**src/rtl/odio_pkg.sv**
```systemverilog
package odio_pkg;
  localparam int ADDR_W = 7;
  localparam int DATA_W = 8;
  localparam logic [ADDR_W-1:0] A_ALL  = 7'h0A;
  localparam logic [ADDR_W-1:0] A_GRP0 = 7'h0B;
  localparam logic [ADDR_W-1:0] A_PIN0 = 7'h0E;
  localparam logic [ADDR_W-1:0] A_RAM  = 7'h13;
  localparam logic [ADDR_W-1:0] A_NOP  = 7'h20;
  localparam logic [ADDR_W-1:0] A_RSV  = 7'h7D;
endpackage

```
**src/rtl/odio_sync.sv**
```systemverilog
module odio_sync #(
  parameter int W = 10
) (
  input  logic         clk,
  input  logic         rst_n,
  input  logic [W-1:0] d,
  output logic [W-1:0] q
);
  logic [W-1:0] stage1;

  always_ff @(posedge clk or negedge rst_n) begin
    if (!rst_n) begin
      stage1 <= '0;
      q      <= '0;
    end else begin
      stage1 <= d;
      q      <= stage1;
    end
  end

  // the second stage lags the first by exactly one edge
  assert_sync_stage_R7: assert property (@(posedge clk) disable iff (!rst_n)
    q == $past(stage1));
endmodule

```
**src/rtl/odio_port_bank.sv**
```systemverilog
module odio_port_bank
  import odio_pkg::*;
#(
  parameter int NPORT = 10,
  parameter int GRP   = 4
) (
  input  logic                          clk,
  input  logic                          rst_n,
  input  logic                          wr_en,
  input  logic [ADDR_W-1:0]             wr_addr,
  input  logic [DATA_W-1:0]             wr_data,
  output logic [NPORT-1:0][DATA_W-1:0]  q
);
  logic [NPORT-1:0] hit;

  for (genvar i = 0; i < NPORT; i++) begin : g_port
    localparam int G = i / GRP;
    assign hit[i] = wr_en && ((wr_addr == ADDR_W'(i)) || (wr_addr == A_ALL) ||
                              (wr_addr == A_GRP0 + ADDR_W'(G)));

    always_ff @(posedge clk or negedge rst_n) begin
      if (!rst_n) q[i] <= '1;
      else if (hit[i]) q[i] <= wr_data;
    end

    // a selected port stores the full byte
    assert_write_lands_R2: assert property (@(posedge clk) disable iff (!rst_n)
      hit[i] |=> q[i] == $past(wr_data));
  end
endmodule

```
**src/rtl/odio_read_mux.sv**
```systemverilog
module odio_read_mux
  import odio_pkg::*;
#(
  parameter int NPORT = 10,
  parameter int GRP   = 4
) (
  input  logic [ADDR_W-1:0]            addr,
  input  logic [NPORT-1:0][DATA_W-1:0] ports,
  input  logic [DATA_W-1:0]            ram,
  input  logic [NPORT-1:0]             pins,
  output logic [DATA_W-1:0]            rd
);
  localparam int NGRP  = (NPORT + GRP - 1) / GRP;
  localparam int NPAGE = (NPORT + 7) / 8;
  localparam int PW    = NPAGE * 8;

  logic [PW-1:0] pad;
  assign pad = PW'(pins);

  always_comb begin
    rd = '0;
    for (int i = 0; i < NPORT; i++)
      if (addr == ADDR_W'(i)) rd = ports[i];
    if (addr == A_ALL) rd = ports[0];
    for (int g = 0; g < NGRP; g++)
      if (addr == A_GRP0 + ADDR_W'(g)) rd = ports[g*GRP];
    for (int p = 0; p < NPAGE; p++)
      if (addr == A_PIN0 + ADDR_W'(p)) rd = pad[p*8 +: 8];
    if (addr == A_RAM) rd = ram;
  end
endmodule

```
**src/rtl/odio_regfile.sv**
```systemverilog
module odio_regfile
  import odio_pkg::*;
#(
  parameter int NPORT = 10,
  parameter int GRP   = 4
) (
  input  logic              clk,
  input  logic              rst_n,
  input  logic              cmd_valid,
  output logic              cmd_ready,
  input  logic              cmd_rw,
  input  logic [ADDR_W-1:0] cmd_addr,
  input  logic [DATA_W-1:0] cmd_data,
  input  logic [NPORT-1:0]  pin_in,
  output logic [NPORT-1:0]  pull_low,
  output logic              rsp_valid,
  output logic [DATA_W-1:0] rsp_data
);
  logic                           wr_en, rd_en;
  logic [NPORT-1:0][DATA_W-1:0]   port_q;
  logic [DATA_W-1:0]              ram_q, mux_rd;
  logic [NPORT-1:0]               pin_sync;

  assign cmd_ready = 1'b1;
  assign wr_en = cmd_valid && !cmd_rw;
  assign rd_en = cmd_valid && cmd_rw;

  odio_sync #(.W(NPORT)) u_sync (
    .clk(clk), .rst_n(rst_n), .d(pin_in), .q(pin_sync));

  odio_port_bank #(.NPORT(NPORT), .GRP(GRP)) u_bank (
    .clk(clk), .rst_n(rst_n), .wr_en(wr_en), .wr_addr(cmd_addr),
    .wr_data(cmd_data), .q(port_q));

  odio_read_mux #(.NPORT(NPORT), .GRP(GRP)) u_mux (
    .addr(cmd_addr), .ports(port_q), .ram(ram_q), .pins(pin_sync), .rd(mux_rd));

  for (genvar i = 0; i < NPORT; i++) begin : g_pad
    assign pull_low[i] = ~port_q[i][0];
  end

  always_ff @(posedge clk or negedge rst_n) begin
    if (!rst_n) ram_q <= '0;
    else if (wr_en && cmd_addr == A_RAM) ram_q <= cmd_data;
  end

  always_ff @(posedge clk or negedge rst_n) begin
    if (!rst_n) begin
      rsp_valid <= 1'b0;
      rsp_data  <= '0;
    end else begin
      rsp_valid <= rd_en;
      if (rd_en) rsp_data <= mux_rd;
    end
  end

  // reset leaves every port released and no response pending
  assert_reset_state_R1: assert property (@(posedge clk)
    !rst_n |=> (pull_low == '0 && rsp_valid == 1'b0 && ram_q == '0));

  // a response appears only after an accepted read
  assert_rsp_follows_read_R11: assert property (@(posedge clk) disable iff (!rst_n)
    rsp_valid |-> $past(cmd_valid && cmd_rw));

  // writes to read-only, no-op and reserved addresses leave state alone
  assert_ignored_write_R8: assert property (@(posedge clk) disable iff (!rst_n)
    (wr_en && (cmd_addr == A_PIN0 || cmd_addr == A_PIN0 + 7'd1 ||
               cmd_addr == A_NOP || cmd_addr == A_RSV))
    |=> ($stable(pull_low) && $stable(ram_q)));

  // scratch byte captures its write
  assert_ram_write_R10: assert property (@(posedge clk) disable iff (!rst_n)
    (wr_en && cmd_addr == A_RAM) |=> ram_q == $past(cmd_data));

  // the no-op address reads as zero
  assert_nop_reads_zero_R9: assert property (@(posedge clk) disable iff (!rst_n)
    (rd_en && cmd_addr == A_NOP) |=> rsp_data == '0);
endmodule

```
**config.mk**
```make
export PLATFORM = sky130hd
export DESIGN_NAME = odio_regfile
export DESIGN_NICKNAME = d
export VERILOG_FILES = /design/src/rtl/odio_pkg.sv /design/src/rtl/odio_sync.sv /design/src/rtl/odio_port_bank.sv /design/src/rtl/odio_read_mux.sv /design/src/rtl/odio_regfile.sv
export SDC_FILE = /design/constraint.sdc
export NUM_CORES = 1
export LEC_CHECK = 0
export ABC_AREA = 1
export BUFFER_PORTS_ARGS = -buffer_cell sky130_fd_sc_hd__buf_2
export CORE_UTILIZATION = 54
export CTS_CLUSTER_DIAMETER = 100
export DETAILED_ROUTE_END_ITERATION = 16
export PLACE_DENSITY = 0.76
export SLEW_MARGIN = 20
export SYNTH_ARGS = -nofsm -noshare
export SYNTH_HDL_FRONTEND = slang
export SYNTH_SLANG_ARGS = --single-unit
```
**constraint.sdc**
```tcl
create_clock -name clk -period 1.2 [get_ports clk]
set_input_delay 0.18 -clock clk [delete_from_list [all_inputs] [get_ports clk]]
set_output_delay 0.18 -clock clk [all_outputs]
set_load 0.05 [all_outputs]
```
==> results.sh, run 1 <==
export IMPL_grt_usage_pct=32.8
export IMPL_start_kind="register"
export IMPL_path_cells="clkinvlp_4 > buf_4 > buf_6"
export IMPL_end_kind="primary output"
export IMPL_min_period_ns=1.66
export IMPL_wl_met1_mm=6.87
export IMPL_first_pass_iters=8
export IMPL_place_area_sq_mm=0.00681
export IMPL_cp_arrival_ns=1.48
export IMPL_dr_wl_met3_mm=1.18
export IMPL_layout_commonest_cell="nand2_1"
export IMPL_globalplace_congestion=0.964
export IMPL_vdd_drop_max_mv=1.21
export IMPL_drive_gt1_share_pct=43.2
export IMPL_final_core_util_pct=77.2
export IMPL_final_cell_mix="219 x nand2_1, 90 x buf_4, 80 x dfstp_2, 53 x inv_1, 53 x o21ai_1"
export IMPL_insertion_delay_ns=0.54
export IMPL_initial_core_util_pct=55.5
export IMPL_grt_pass1_wl_mm=26.8
export IMPL_powerDensity_mw_per_mm2=1450
export IMPL_synth_area_sq_mm=0.00573
export IMPL_overflow=0
export IMPL_synth_warnings=0
export IMPL_ant_nets=0
export IMPL_synth_cells=680
export IMPL_crit_family="flip-flops"
export IMPL_async_flop_share_pct=100
export IMPL_crit_fanout=2
export IMPL_r2r_end="rsp_data[0]$_DFFE_PN0P_"
export IMPL_routed_top_layer="met4"
export IMPL_cts_buffer_depth=2
export IMPL_worstMarginPinSlew_ns=0.575
export IMPL_yosys_area_top_type="dfstp_2"
export IMPL_numCtsBuffers=17
export IMPL_synth_avg_cell_area_sq_um=8.43
export IMPL_syn_num_nets=709
export IMPL_first_iter_violations=420
export IMPL_post_route_period_util_pct=138
export IMPL_postLayoutCellArea_sq_mm=0.00797
export IMPL_via_per_inst=5.48
export IMPL_timing_rr_start="u_bank.q[0]$_DFFE_PN1P_"
export IMPL_clockRootBuffer="clkbuf_8"
export IMPL_yosys_register_bits=117
export IMPL_skew_ns=0.00737
export IMPL_numClockSinks=117
export IMPL_drv_slew=0
export IMPL_dieArea_sq_mm=0.0110
export IMPL_synth_edff_count=0
export IMPL_core_area_sq_mm=0.0103
export IMPL_drv_cap=0
export IMPL_p_leak_nw=3.62
export IMPL_synth_area_leaders="dfstp_2 37%, dfrtp_1 16%, nand2_1 15%"
export IMPL_rsz0062_at_grt="true"
export IMPL_cts_tree="built"
export IMPL_ys_types=31
export IMPL_io_pins=49
export IMPL_wl_met2_mm=8.57
export IMPL_cpPeakStageDelay_ns=0.55
export IMPL_r2r_cells=12
export IMPL_worst_hold_path_endpoint="u_bank.q[47]$_DFFE_PN1P_"
export IMPL_status="complete, but fails checks"
export IMPL_grt_pass1_vias=5344
export IMPL_max_freq_mhz=604
export IMPL_io_buffers=47
export IMPL_synth_main_ff_cell="dfstp_2"
export IMPL_ys_seq_area_share_pct=52.8
export IMPL_yosys_area_top_type_share_pct=36.7
export IMPL_crit_required_ns=1.02
export IMPL_path_class="register to primary output"
export IMPL_via_count=5433
export IMPL_antenna_found_initial=0
export IMPL_setup_viol=27
export IMPL_hpwlAfterDp_mm=11.6
export IMPL_slew_headroom_pct=61.6
export IMPL_holdPathStages=4
export IMPL_drc=0
export IMPL_path_clk_slew_ns=0.06
export IMPL_hold_start="cmd_data[7]"
export IMPL_r2r_slack_ns=-0.44
export IMPL_grt_max_degree=57
export IMPL_avgRoutedWirePerCell_microns=17.4
export IMPL_violations="setup timing"
export IMPL_cp_slowest_cell="dfstp_2"
export IMPL_fin_tns_setup_ns=-5.78
export IMPL_routed_wl_mm=17.3
export IMPL_die_h_microns=105
export IMPL_h_tree_depth=4
export IMPL_layout_setup_ws_ns=-0.456
export IMPL_hold_violations=0
export IMPL_critical_path_buf_inv_count=3
export IMPL_worstHoldPathType="input pin to register"
export IMPL_fp_dieW_microns=105
export IMPL_area_growth_pct=39.0
export IMPL_fp_row_count=37
export IMPL_antenna_diode_count=0
export IMPL_num_nets_final=871
==> kinds of logic after synthesis <==
| group | after synthesis | synth area share [%] |
|---|---|---|
| buffers and inverters | 101 | 7.49 |
| AOI/OAI and AO/OA | 110 | 12.0 |
| DFF | 117 | 52.8 |
| and+or+nand+nor | 351 | 27.6 |
| other | 1 | 0.0654 |
==> routing by layer <==
| metal | GRT usage (%) | vias up |
|---|---|---|
| li1 | - | 2488 |
| met1 | 40.9 | 2613 |
| met2 | 54.6 | 272 |
| met3 | 6.92 | 60 |
| met4 | 15.1 | 0 |
| met5 | 0 | - |
==> power breakdown <==
group / switching (mW) / internal, mW / leakage, nW
Combinational: 1.01 / 0.778 / 2.07
Clock: 1.88 / 2.99 / 0.269
Sequential: 0.281 / 4.61 / 1.29
==> area by class of cell <==
class	count	area [sq um]
Clock inverter	13	131
Inverter	77	328
Fill cell	680	2360
Sequential cell	117	3030
Timing Repair Buffer	167	1470
Multi-Input combinational cell	462	2410
Clock buffer	19	432
Tap cell	136	170
==> worst max path at each step <==
stage | endpoint | slack (ns) | from | cells past startpoint
3_3_place_gp | rsp_data[0]$_DFFE_PN0P_ | -0.68 | cmd_addr[6] | 17
5_1_grt | rsp_data[0]$_DFFE_PN0P_ | -0.55 | u_bank.q[0]$_DFFE_PN1P_ | 12
3_5_place_dp | rsp_data[0]$_DFFE_PN0P_ | -0.75 | cmd_addr[6] | 17
6_report | pull_low[2] | -0.46 | u_bank.q[16]$_DFFE_PN1P_ | 3
2_1_floorplan | rsp_data[0]$_DFFE_PN0P_ | -0.25 | u_bank.q[16]$_DFFE_PN1P_ | 12
4_1_cts | pull_low[0] | -0.36 | u_bank.q[0]$_DFFE_PN1P_ | 3
==> state kept, by name, indices dropped and copies added (netlist names) <==
name / flops
u_sync.q: 10
rsp_valid: 1
u_bank.q: 80
u_sync.stage1: 10
rsp_data: 8
ram_q: 8
==> metrics by stage <==
| step | instances | hold slack, ns | setup WS, ns | power, mW |
|---|---|---|---|---|
| 6_report | 991 | 0.0585 | -0.456 | 11.6 |
| 5_1_grt | 991 | 0.0674 | -0.546 | 12.0 |
| 4_1_cts | 978 | 0.0431 | -0.362 | 11.5 |
| 3_5_place_dp | 920 | 0.221 | -0.752 | 6.38 |
| 3_3_place_gp | 920 | 0.218 | -0.679 | 6.33 |
| 2_1_floorplan | 680 | -0.116 | -0.254 | 5.69 |
==> worst min-delay path: cells and delay by family <==
| kind | cells | cell delay, ns |
|---|---|---|
| buffers and inverters | 3 | 0.33 |
| AOI/OAI and AO/OA | 1 | 0.08 |
==> cells in the mapped netlist, types with 4 or more instances <==
master,count
o21ai_2,19
nand2_1,231
nand3_1,21
o31ai_4,4
a21oi_1,10
buf_4,6
buf_2,4
dfrtp_1,37
clkbuf_1,11
or2_2,7
inv_1,63
inv_2,13
nor2_2,5
nor2_4,4
nand2_2,7
dfstp_2,80
o21ai_0,57
o21ai_1,19
nand4_1,22
nor2_1,44
==> repair_timing <==
action,in CTS,in global routing
buffers inserted,14,14
setup endpoints to repair,41,58
hold buffers,12,0
gates resized for setup,66,15
pin swaps,6,14
hold endpoints to repair,93,0
Power figures use the tool's default switching activity.
==> run 2: changes to the inputs <==
Settings changed: CORE_UTILIZATION 54 to 52, PLACE_DENSITY 0.76 to 0.74.
==> run 2 against run 1 <==
  * The run still ends with setup timing left
  * Wire length is 1.1% lower
  * Maximum frequency hardly changed
  * Combinational power rose by 2%
  * Total power fell by 2.3%
  * Via count down 3.0%
  * Sequential cell count did not move
  * Non-clock buffer count fell by 2
  * Cell count down 0.10%
  * Critical path type is now register to register
  * Critical endpoint is now rsp_data[0]$_DFFE_PN0P_
==> results.sh, run 2 (synthesized netlist as in run 1, its figures left out) <==
export IMPL_status="complete, but fails checks"
export IMPL_violations="setup timing"
export IMPL_wl_met2_mm=8.69
export IMPL_area_growth_pct=39.0
export IMPL_layout_commonest_cell="nand2_1"
export IMPL_drive_gt1_share_pct=43.2
export IMPL_drc=0
export IMPL_worstHoldPathType="input pin to register"
export IMPL_start_kind="register"
export IMPL_via_per_inst=5.32
export IMPL_min_period_ns=1.66
export IMPL_worstMarginPinSlew_ns=0.502
export IMPL_slew_headroom_pct=66.5
export IMPL_io_buffers=47
export IMPL_num_nets_final=870
export IMPL_reg_largest_list="u_bank.q (80), u_sync.q (10), u_sync.stage1 (10)"
export IMPL_fin_tns_setup_ns=-5.73
export IMPL_largest_reg_flops=80
export IMPL_wl_met1_mm=7.07
export IMPL_p_leak_nw=3.61
export IMPL_end_kind="register"
export IMPL_setup_viol=27
export IMPL_power_mw=11.3
export IMPL_grt_usage_pct=31.6
export IMPL_vdd_drop_max_mv=1.31
export IMPL_regMostFlops="u_bank.q"
export IMPL_numCtsBuffers=17
export IMPL_drv_slew=0
export IMPL_first_iter_violations=409
export IMPL_grt_pass1_wl_mm=26.7
export IMPL_dr_wl_met3_microns=922
export IMPL_rsz0062_at_grt="true"
export IMPL_h_tree_depth=4
export IMPL_grt_pass1_vias=5331
export IMPL_die_h_microns=107
export IMPL_antenna_found_initial=0
export IMPL_globalplace_congestion=0.914
export IMPL_io_pins=49
export IMPL_numClockSinks=117
export IMPL_cts_tree="built"
export IMPL_skew_ns=0.00629
export IMPL_path_clk_slew_ns=0.06
export IMPL_max_freq_mhz=604
export IMPL_layout_setup_ws_ns=-0.456
export IMPL_ant_nets=0
export IMPL_core_area_sq_mm=0.0105
export IMPL_antenna_diode_count=0
export IMPL_dieArea_sq_mm=0.0114
export IMPL_crit_required_ns=1.63
export IMPL_path_class="register to register"
export IMPL_cts_buffer_depth=2
export IMPL_overflow=0
export IMPL_drv_cap=0
export IMPL_clockRootBuffer="clkbuf_8"
export IMPL_hpwlAfterDp_mm=11.4
export IMPL_grt_max_degree=39
export IMPL_crit_fanout=2
export IMPL_post_route_period_util_pct=138
export IMPL_first_pass_iters=5
export IMPL_powerDensity_mw_per_mm2=1420
export IMPL_final_cell_mix="221 x nand2_1, 87 x buf_4, 80 x dfstp_2, 53 x inv_1, 50 x o21ai_1"
export IMPL_initial_core_util_pct=54.5
export IMPL_cp_arrival_ns=2.08
export IMPL_fp_row_count=37
export IMPL_routed_wl_mm=17.1
export IMPL_fp_dieW_microns=107
export IMPL_via_count=5271
export IMPL_avgRoutedWirePerCell_microns=17.2
export IMPL_routed_top_layer="met4"
export IMPL_insertion_delay_ns=0.54
export IMPL_hold_violations=0
[run 2: cell types whose count changed in the layout (fill, tap and decap cells not counted), sizes merged]
cell | previous run | this run
buf | 155 | 154
dlygate4sd3 | 12 | 11
nand2 | 239 | 240
clkinvlp | 4 | 6
bufinv | 2 | 0
[run 2: critical path: stages, from the launching register on]
cell and delay (ns):
dfstp_2 0.38, clkinvlp_4 0.07, buf_4 0.10, nor2_1 0.03
nor2_1 0.09, nand4_1 0.15, nor2_2 0.17, nand4_1 0.16
nand2_1 0.10, nand3_1 0.06, nand2_1 0.06, nand2_1 0.05
nand2_1 0.07, nand2_1 0.05
[run 2: where the power goes]
| group | total, mW | internal (mW) | switching [mW] |
|---|---|---|---|
| Combinational | 1.83 | 0.804 | 1.03 |
| Sequential | 4.88 | 4.61 | 0.273 |
| Clock | 4.57 | 2.66 | 1.91 |
| Total | 11.3 | 8.08 | 3.21 |
[run 2: metal layers]
| layer | global-route usage, % | vias to the layer above |
|---|---|---|
| met5 | 0 | - |
| met4 | 12.4 | 0 |
| met3 | 5.90 | 33 |
| met2 | 54.4 | 171 |
| met1 | 39.3 | 2591 |
| li1 | - | 2476 |
[run 2: final cells by class]
cell class / instances / area [sq um]
flip-flops and latches: 117 / 3030
fillers: 741 / 2540
multi-input cells: 463 / 2410
repair buffers: 165 / 1490
clock buffers: 19 / 442
inverters: 77 / 328
well taps: 136 / 170
clock inverters: 13 / 103
[run 2: what timing repair did]
action | 4_1_cts | 5_1_grt
buffers inserted | 15 | 7
resized for setup | 68 | 11
pin swaps | 5 | 9
setup endpoints to repair | 42 | 50
hold buffers | 11 | 0
endpoints found under the hold margin | 61 | 0
gates cloned | 0 | 1
[run 2: final timing paths]
| kind | slack, ns | end | cells past startpoint | start |
|---|---|---|---|---|
| setup / recovery | -0.46 | rsp_data[0]$_DFFE_PN0P_ | 13 | u_bank.q[16]$_DFFE_PN1P_ |
| hold / removal | 0.05 | u_bank.q[53]$_DFFE_PN1P_ | 4 | cmd_data[5] |
| setup reg to reg | -0.46 | rsp_data[0]$_DFFE_PN0P_ | 13 | u_bank.q[16]$_DFFE_PN1P_ |
| hold reg to reg | 0.35 | u_sync.q[4]$_DFF_PN0_ | 0 | u_sync.stage1[4]$_DFF_PN0_ |
| max in group asynchronous | 0.57 | u_bank.q[75]$_DFFE_PN1P_ | 3 | rst_n |
| min in group asynchronous | 0.33 | u_bank.q[42]$_DFFE_PN1P_ | 2 | rst_n |
[run 2: per-stage QoR]
step	hold slack, ns	setup WS [ns]	std cells	utilization, %	cell area, sq um
after floorplan	-0.116	-0.254	680	-	5860
after global placement	0.289	-0.637	924	65.4	6870
after detailed placement	0.290	-0.688	924	65.4	6870
after CTS	0.0311	-0.428	982	74.7	7860
after global routing	0.0664	-0.512	990	75.8	7970
final	0.0523	-0.456	990	75.8	7970
